[src/rtl/ulog_pkg.sv]
package ulog_pkg;
  typedef enum logic [2:0] {
    S_IDLE  = 3'd0,
    S_LOG_A = 3'd1,
    S_LOG_D = 3'd2,
    S_RD_A  = 3'd3,
    S_RD_D  = 3'd4,
    S_WB    = 3'd5
  } ulog_state_e;
endpackage

[src/rtl/ulog_nest.sv]
module ulog_nest #(
  parameter int NW = 4
) (
  input  logic clk,
  input  logic rst_n,
  input  logic inc,
  input  logic dec,
  input  logic clr,
  output logic active,
  output logic outer
);
  logic [NW-1:0] depth_q;

  always_ff @(posedge clk or negedge rst_n) begin
    if (!rst_n)                       depth_q <= '0;
    else if (clr)                     depth_q <= '0;
    else if (inc && !(&depth_q))      depth_q <= depth_q + 1'b1;
    else if (dec && depth_q != '0)    depth_q <= depth_q - 1'b1;
  end

  assign active = (depth_q != '0);
  assign outer  = (depth_q == NW'(1));

  AST_NEST_DEC_OPEN: assert property (@(posedge clk) disable iff (!rst_n)
    dec |-> active);
  AST_NEST_INNER_KEEPS: assert property (@(posedge clk) disable iff (!rst_n)
    (inc && active && !clr) |=> active);
endmodule

[src/rtl/ulog_filter.sv]
module ulog_filter #(
  parameter int AW      = 32,
  parameter int ENTRIES = 8,
  parameter int OFF     = 2
) (
  input  logic          clk,
  input  logic          rst_n,
  input  logic          clr,
  input  logic          ins,
  input  logic [AW-1:0] ins_addr,
  input  logic [AW-1:0] look_addr,
  output logic          hit
);
  localparam int IW = $clog2(ENTRIES);
  localparam int TW = AW - OFF - IW;

  function automatic logic [IW-1:0] slot_of(input logic [AW-1:0] a);
    return a[OFF +: IW];
  endfunction

  function automatic logic [TW-1:0] tag_of(input logic [AW-1:0] a);
    return a[AW-1 -: TW];
  endfunction

  logic          vld_q [ENTRIES];
  logic [TW-1:0] tag_q [ENTRIES];

  for (genvar g = 0; g < ENTRIES; g++) begin : g_slot
    always_ff @(posedge clk or negedge rst_n) begin
      if (!rst_n) begin
        vld_q[g] <= 1'b0;
        tag_q[g] <= '0;
      end else if (clr) begin
        vld_q[g] <= 1'b0;
      end else if (ins && slot_of(ins_addr) == IW'(g)) begin
        vld_q[g] <= 1'b1;
        tag_q[g] <= tag_of(ins_addr);
      end
    end
  end

  assign hit = vld_q[slot_of(look_addr)] && (tag_q[slot_of(look_addr)] == tag_of(look_addr));

  logic unused_low;
  assign unused_low = &{1'b0, look_addr[OFF-1:0], ins_addr[OFF-1:0]};

  AST_FILT_EMPTY_AFTER_CLR: assert property (@(posedge clk) disable iff (!rst_n)
    (clr && !ins) |=> !hit);
  AST_FILT_HIT_AFTER_INS: assert property (@(posedge clk) disable iff (!rst_n)
    (ins && !clr && look_addr == ins_addr) |=> (hit || !$stable(look_addr)));
endmodule

[src/rtl/undo_log_mgr.sv]
module undo_log_mgr #(
  parameter int AW           = 32,
  parameter int DW           = 32,
  parameter int LOG_ENTRIES  = 8,
  parameter int FILT_ENTRIES = 8,
  parameter int NEST_W       = 4
) (
  input  logic          clk,
  input  logic          rst_n,
  input  logic          cfg_we,
  input  logic [AW-1:0] cfg_base,
  input  logic          tx_begin,
  input  logic          tx_commit,
  input  logic          tx_abort,
  input  logic          st_valid,
  output logic          st_ready,
  input  logic          st_io,
  input  logic [AW-1:0] st_addr,
  input  logic [DW-1:0] st_old,
  output logic          mem_req,
  output logic          mem_we,
  output logic [AW-1:0] mem_addr,
  output logic [DW-1:0] mem_wdata,
  input  logic          mem_ack,
  input  logic [DW-1:0] mem_rdata,
  output logic          in_tx,
  output logic          busy,
  output logic          done,
  output logic          overflow,
  output logic          err
);
  import ulog_pkg::*;

  localparam int CW = $clog2(LOG_ENTRIES + 1);

  // byte address of word 'hi' of record 'idx'; two words per record
  function automatic logic [AW-1:0] slot_addr(input logic [AW-1:0] b,
                                               input logic [CW-1:0] idx,
                                               input logic          hi);
    return b + AW'({idx, hi, 2'b00});
  endfunction

  ulog_state_e   st_q, st_d;
  logic [CW-1:0] cnt_q;
  logic [AW-1:0] base_q, cap_addr_q, rst_addr_q;
  logic [DW-1:0] cap_old_q, rst_data_q;
  logic          done_q, err_q, ovf_q;
  logic          tx_on, nest_outer, filt_hit;

  // named events
  logic idle, any_ctl, st_take, mem_fire;
  logic act_abort, act_commit, act_begin, commit_outer;
  logic tx_store, ev_err, ev_log, ev_ovf, last_wb, ev_close, filt_clr;

  assign idle         = (st_q == S_IDLE);
  assign any_ctl      = tx_begin | tx_commit | tx_abort;
  assign st_ready     = idle && !any_ctl;
  assign st_take      = st_valid && st_ready;
  assign mem_fire     = mem_req && mem_ack;
  assign act_abort    = idle && tx_abort && tx_on;
  assign act_commit   = idle && !tx_abort && tx_commit && tx_on;
  assign act_begin    = idle && !tx_abort && !tx_commit && tx_begin;
  assign commit_outer = act_commit && nest_outer;
  assign tx_store     = st_take && tx_on && !st_io;
  assign ev_err       = st_take && tx_on && st_io;
  assign ev_log       = tx_store && !filt_hit && (cnt_q != CW'(LOG_ENTRIES));
  assign ev_ovf       = tx_store && !filt_hit && (cnt_q == CW'(LOG_ENTRIES));
  assign last_wb      = (st_q == S_WB) && mem_fire && (cnt_q == CW'(1));
  assign ev_close     = (act_abort && cnt_q == '0) || last_wb;
  assign filt_clr     = (act_begin && !tx_on) || commit_outer || ev_close;

  ulog_nest #(.NW(NEST_W)) u_nest (
    .clk    (clk),
    .rst_n  (rst_n),
    .inc    (act_begin),
    .dec    (act_commit),
    .clr    (ev_close),
    .active (tx_on),
    .outer  (nest_outer)
  );

  ulog_filter #(.AW(AW), .ENTRIES(FILT_ENTRIES), .OFF(2)) u_filt (
    .clk       (clk),
    .rst_n     (rst_n),
    .clr       (filt_clr),
    .ins       (ev_log),
    .ins_addr  (st_addr),
    .look_addr (st_addr),
    .hit       (filt_hit)
  );

  // next state
  always_comb begin
    st_d = st_q;
    unique case (st_q)
      S_IDLE: begin
        if ((act_abort && cnt_q != '0) || ev_ovf) st_d = S_RD_A;
        else if (ev_log)                           st_d = S_LOG_A;
      end
      S_LOG_A: if (mem_ack) st_d = S_LOG_D;
      S_LOG_D: if (mem_ack) st_d = S_IDLE;
      S_RD_A:  if (mem_ack) st_d = S_RD_D;
      S_RD_D:  if (mem_ack) st_d = S_WB;
      S_WB:    if (mem_ack) st_d = (cnt_q == CW'(1)) ? S_IDLE : S_RD_A;
      default: st_d = S_IDLE;
    endcase
  end

  always_ff @(posedge clk or negedge rst_n) begin
    if (!rst_n) begin
      st_q       <= S_IDLE;
      cnt_q      <= '0;
      base_q     <= '0;
      cap_addr_q <= '0;
      cap_old_q  <= '0;
      rst_addr_q <= '0;
      rst_data_q <= '0;
      done_q     <= 1'b0;
      err_q      <= 1'b0;
      ovf_q      <= 1'b0;
    end else begin
      st_q   <= st_d;
      done_q <= ev_close;
      err_q  <= ev_err;
      ovf_q  <= ev_ovf;
      if (cfg_we && idle && !tx_on) base_q <= cfg_base;
      if (ev_log) begin
        cap_addr_q <= st_addr;
        cap_old_q  <= st_old;
      end
      if (commit_outer)                    cnt_q <= '0;
      else if (st_q == S_LOG_D && mem_ack) cnt_q <= cnt_q + 1'b1;
      else if (st_q == S_WB && mem_ack)    cnt_q <= cnt_q - 1'b1;
      if (st_q == S_RD_A && mem_ack) rst_addr_q <= AW'(mem_rdata);
      if (st_q == S_RD_D && mem_ack) rst_data_q <= mem_rdata;
    end
  end

  // memory master
  always_comb begin
    mem_req   = 1'b0;
    mem_we    = 1'b0;
    mem_addr  = '0;
    mem_wdata = '0;
    unique case (st_q)
      S_LOG_A: begin
        mem_req = 1'b1; mem_we = 1'b1;
        mem_addr = slot_addr(base_q, cnt_q, 1'b0); mem_wdata = DW'(cap_addr_q);
      end
      S_LOG_D: begin
        mem_req = 1'b1; mem_we = 1'b1;
        mem_addr = slot_addr(base_q, cnt_q, 1'b1); mem_wdata = cap_old_q;
      end
      S_RD_A: begin
        mem_req = 1'b1;
        mem_addr = slot_addr(base_q, cnt_q - 1'b1, 1'b0);
      end
      S_RD_D: begin
        mem_req = 1'b1;
        mem_addr = slot_addr(base_q, cnt_q - 1'b1, 1'b1);
      end
      S_WB: begin
        mem_req = 1'b1; mem_we = 1'b1;
        mem_addr = rst_addr_q; mem_wdata = rst_data_q;
      end
      default: ;
    endcase
  end

  assign in_tx    = tx_on;
  assign busy     = (st_q == S_RD_A) || (st_q == S_RD_D) || (st_q == S_WB);
  assign done     = done_q;
  assign err      = err_q;
  assign overflow = ovf_q;

  AST_REQ_HOLD: assert property (@(posedge clk) disable iff (!rst_n)
    (mem_req && !mem_ack) |=> (mem_req && $stable(mem_we) && $stable(mem_addr) && $stable(mem_wdata)));
  AST_COMMIT_QUIET: assert property (@(posedge clk) disable iff (!rst_n)
    commit_outer |=> !mem_req);
  AST_BUSY_NO_TAKE: assert property (@(posedge clk) disable iff (!rst_n)
    busy |-> !st_ready);
  AST_LOG_BOUND: assert property (@(posedge clk) disable iff (!rst_n)
    cnt_q <= CW'(LOG_ENTRIES));
  AST_OVF_RESTORES: assert property (@(posedge clk) disable iff (!rst_n)
    overflow |-> busy);
  AST_ERR_NO_RECORD: assert property (@(posedge clk) disable iff (!rst_n)
    ev_err |=> !mem_req);
  AST_DONE_CLOSED: assert property (@(posedge clk) disable iff (!rst_n)
    done |-> (!in_tx && cnt_q == '0));
  AST_OUTSIDE_QUIET: assert property (@(posedge clk) disable iff (!rst_n)
    (idle && !tx_on) |=> !mem_req);
endmodule

[config.mk]
export PLATFORM = sky130hd
export DESIGN_NAME = undo_log_mgr
export DESIGN_NICKNAME = d
export VERILOG_FILES = /design/src/rtl/ulog_pkg.sv /design/src/rtl/ulog_nest.sv /design/src/rtl/ulog_filter.sv /design/src/rtl/undo_log_mgr.sv
export SDC_FILE = /design/constraint.sdc
export NUM_CORES = 1
export LEC_CHECK = 0
export BUFFER_PORTS_ARGS = -buffer_cell sky130_fd_sc_hd__clkbuf_2
export CAP_MARGIN = 20
export CORE_MARGIN = 1.5
export CORE_UTILIZATION = 56
export CTS_BUF_LIST = sky130_fd_sc_hd__clkbuf_8
export DETAILED_ROUTE_END_ITERATION = 6
export PLACE_DENSITY = 0.82
export RECOVER_POWER = 25
export SYNTH_ARGS = -nofsm -noshare
export SYNTH_HDL_FRONTEND = slang
export SYNTH_SLANG_ARGS = --single-unit
[constraint.sdc]
create_clock -name clk -period 3.2 [get_ports clk]
set_input_delay 0 -clock clk [delete_from_list [all_inputs] [get_ports clk]]
set_output_delay 0 -clock clk [all_outputs]
set_load 0.03 [all_outputs]
==> impl_metrics.ini <==
[outcome]
run_status = complete, but fails checks
failing_checks = DRC, capacitance limit, slew limit, setup timing

[final_layout]
multi_input_comb_area_mm2 = 0.01070
area_growth_pct = 33.20
nets = 2259
non_filler_cells_final = 2627
final.fill_count = 1940
final_area_mm2 = 0.02753
seq_area_mm2 = 0.009963
final_layout_size_suffix_gt1_frac = 0.4597

[critical_path]
timing.setup.critical_path_class = register to output port
setup.worst_path.start_class = register
worst_ep_required_time_ns = 3.20
end_kind = output port
timing.critical_path.arrival_ns = 3.78
critical_path.max_fanout = 6

[power_and_ir_drop]
worst_ir_drop_on_vdd_mv = 0.4477
power.static_leakage_nw = 13.63
powerDensity_mw_per_mm2 = 780.8

[timing]
slew-limit-headroom = -0.8039
final.setup.tns_ns = -32.78
setup_repair_after_global_routing_missed_its_margin = true
number_of_max_slew_violations_in_the_final_report = 97
worst_slack_ns = -0.5816
final_setup_skew_ns = 0.04831
hold-worst-slack_ns = 0.1000
report.final.hold_viol_count = 0
setup-violations-final = 246
period_needed_ns = 3.782
fin_crit_sh = 1.182
actual_slew_at_the_worst_max_slew_pin_ns = 2.706
maxClockFrequency_mhz = 264.4

[floorplan]
rows = 70
die_area_mm2 = 0.03807
die_h_um = 195.1
core-area_mm2 = 0.03643
chipWidth_um = 195.1
floorplan.initialDensity = 0.5673
pin_count = 209

[detailed_routing]
drt-initial-drc-count = 1956
routed_wl_um = 73550
routed_wire_length_per_instance_um = 28.00
drc_errors = 1
final_ant_viol_nets = 0
vias = 17270
routed_vias_inst = 6.574
detailedRoute.firstPassIterationCount = 7

[global_routing]
grt_pass1_vias = 17580
gr-usage-all-layers = 0.3508
grt_remaining_overflow = 0
antenna_found_initial = 0
grt_start_max_net_pins = 99
grt_first_pass_wirelength_um = 102400

[clock_tree]
sinks_on_the_clock_net = 398
cts_tree = done
cts_buffer_depth = 3
clk-insertion-delay-late_ns = 0.68
clock_buffer_count_from_cts = 69
htree_num_levels = 3
root_buffer = clkbuf_8
clkSlewWorstSetupHoldPaths_ns = 0.08

[placement]
place.detailed.hpwl_um = 40440
globalplace.congestion = 0.9646
port_buffers = 208
placed_cells_incl_taps = 2303
dpl_worst_slack_ns = -0.1400
detailed_place.area_mm2 = 0.02277

[synth]
synthesis.area_mm2 = 0.02067
netlist_instances = 1622
synth-main-ff-cell = dfrtp_1
post_synth_main_area_contributors = dfrtp_1 48%, mux2_2 12%, mux2_1 6.9%
syn-num-nets = 1775
avgSynthCellArea_um2 = 12.74
synth_edf_count = 0
yosysMostFrequentCell = dfrtp_1
ys.warnings.count = 0
netlist.area_leader.share = 0.4819
yosys_register_bits = 398
synth.largest_area_cell = dfrtp_1
synth_cell_types = 75
proportion_of_register_bits_with_asynchronous_set_or_reset_after_synthesis = 1.000
top_cells_by_count_synth = 398 x dfrtp_1, 216 x mux2_2, 126 x mux2_1
sequential_element_share_of_the_synthesized_area = 0.4819

[min_path]
hold_path_class = primary input to register

[job]
cap_violations = 1
-- layout by cell type (no fill, tap or decap), drive strengths merged, types with 42 or more instances in the layout --
master         n
dfrtp        398
clkbuf       286
buf          195
mux2         402
nand2        111
nor2          49
mux2i         81
dlygate4sd3  136
xnor2         42
o21ai         69
-- worst paths after layout --
| kind | cells after the start | from | end | slack (ns) |
|---|---|---|---|---|
| max in group asynchronous | 3 | rst_n | u_filt.tag_q[175]$_DFFE_PN0P_ | 0.42 |
| min | 3 | st_old[6] | cap_old_q[6]$_DFFE_PN0P_ | 0.10 |
| min in group asynchronous | 2 | rst_n | rst_addr_q[26]$_DFFE_PN0P_ | 0.73 |
| max reg2reg | 13 | st_q[0]$_DFFE_PN0P_ | u_filt.tag_q[41]$_DFFE_PN0P_ | -0.11 |
| max | 13 | cnt_q[0]$_DFFE_PN0P_ | mem_addr[14] | -0.58 |
| min reg2reg | 2 | u_filt.vld_q[2]$_DFFE_PN0P_ | u_filt.vld_q[2]$_DFFE_PN0P_ | 0.48 |
-- flip-flops by register name, summed over array words and instances (netlist names) --
name	count
base_q	32
cap_addr_q	32
cap_old_q	32
cnt_q	4
done	1
err	1
overflow	1
rst_addr_q	32
rst_data_q	32
st_q	3
u_filt.tag_q	216
u_filt.vld_q	8
u_nest.depth_q	4
-- report_power, final --
part / switching (mW) / internal (mW) / leakage, nW / total, mW
registers: 1.35 / 6.31 / 5.28 / 7.66
clock network: 2.29 / 2.68 / 0.809 / 4.97
logic: 4.73 / 4.13 / 7.54 / 8.86
total: 8.37 / 13.1 / 13.6 / 21.5
-- layout make-up --
class                      count  area share
tap                          468     0.02127
multi-input combinational   1083      0.3886
clock buffer                  82     0.04099
inverter                      18    0.002454
sequential                   398      0.3619
clock inverter                41     0.01145
antenna                        1  0.00009090
timing repair buffer         536      0.1732
-- through the flow --
step           utilization  power [mW]
6_report            0.7556       21.50
2_1_floorplan            -       11.91
3_5_place_dp        0.6248       14.25
5_1_grt             0.7555       22.14
4_1_cts             0.7313       20.21
3_3_place_gp        0.6245       13.95
-- critical path, cell delays in order (launching register included) --
cell and delay, ns:
dfrtp_1 0.43, buf_6 0.18, nor3_4 0.25, nand3_1 0.13
xnor2_1 0.17, ha_1 0.35, nor2b_1 0.23, o21a_2 0.26
nand2_4 0.09, or3_1 0.34, a21oi_2 0.15, a22oi_1 0.12
o22ai_2 0.22, clkbuf_8 0.20
-- logic make-up after synthesis --
logic type | Yosys count | share of synthesized area
DFF | 398 | 0.4819
xor gates and xnor gates | 76 | 0.03221
and+or+nand+nor | 281 | 0.07204
AOI/OAI and AO/OA | 211 | 0.06750
muxes | 499 | 0.2868
adders and majority gates | 16 | 0.01041
buffers and inverters | 141 | 0.04922
-- layer usage --
metal,GRT usage,share of wire,vias to the layer above
met4,0.2041,0.078,0
met1,0.4201,0.36,8577
met5,0,0,-
met3,0.07617,0.099,466
li1,-,-,6836
met2,0.5860,0.47,1390
-- repair_timing --
action | in CTS | in global routing
setup buffers | 38 | 15
pin swaps | 42 | 26
gates resized for setup | 159 | 178
gates cloned | 7 | 8
hold buffers | 136 | 0
hold endpoints to repair | 541 | 0
setup endpoints to repair | 251 | 270
Power figures use the tool's default switching activity.
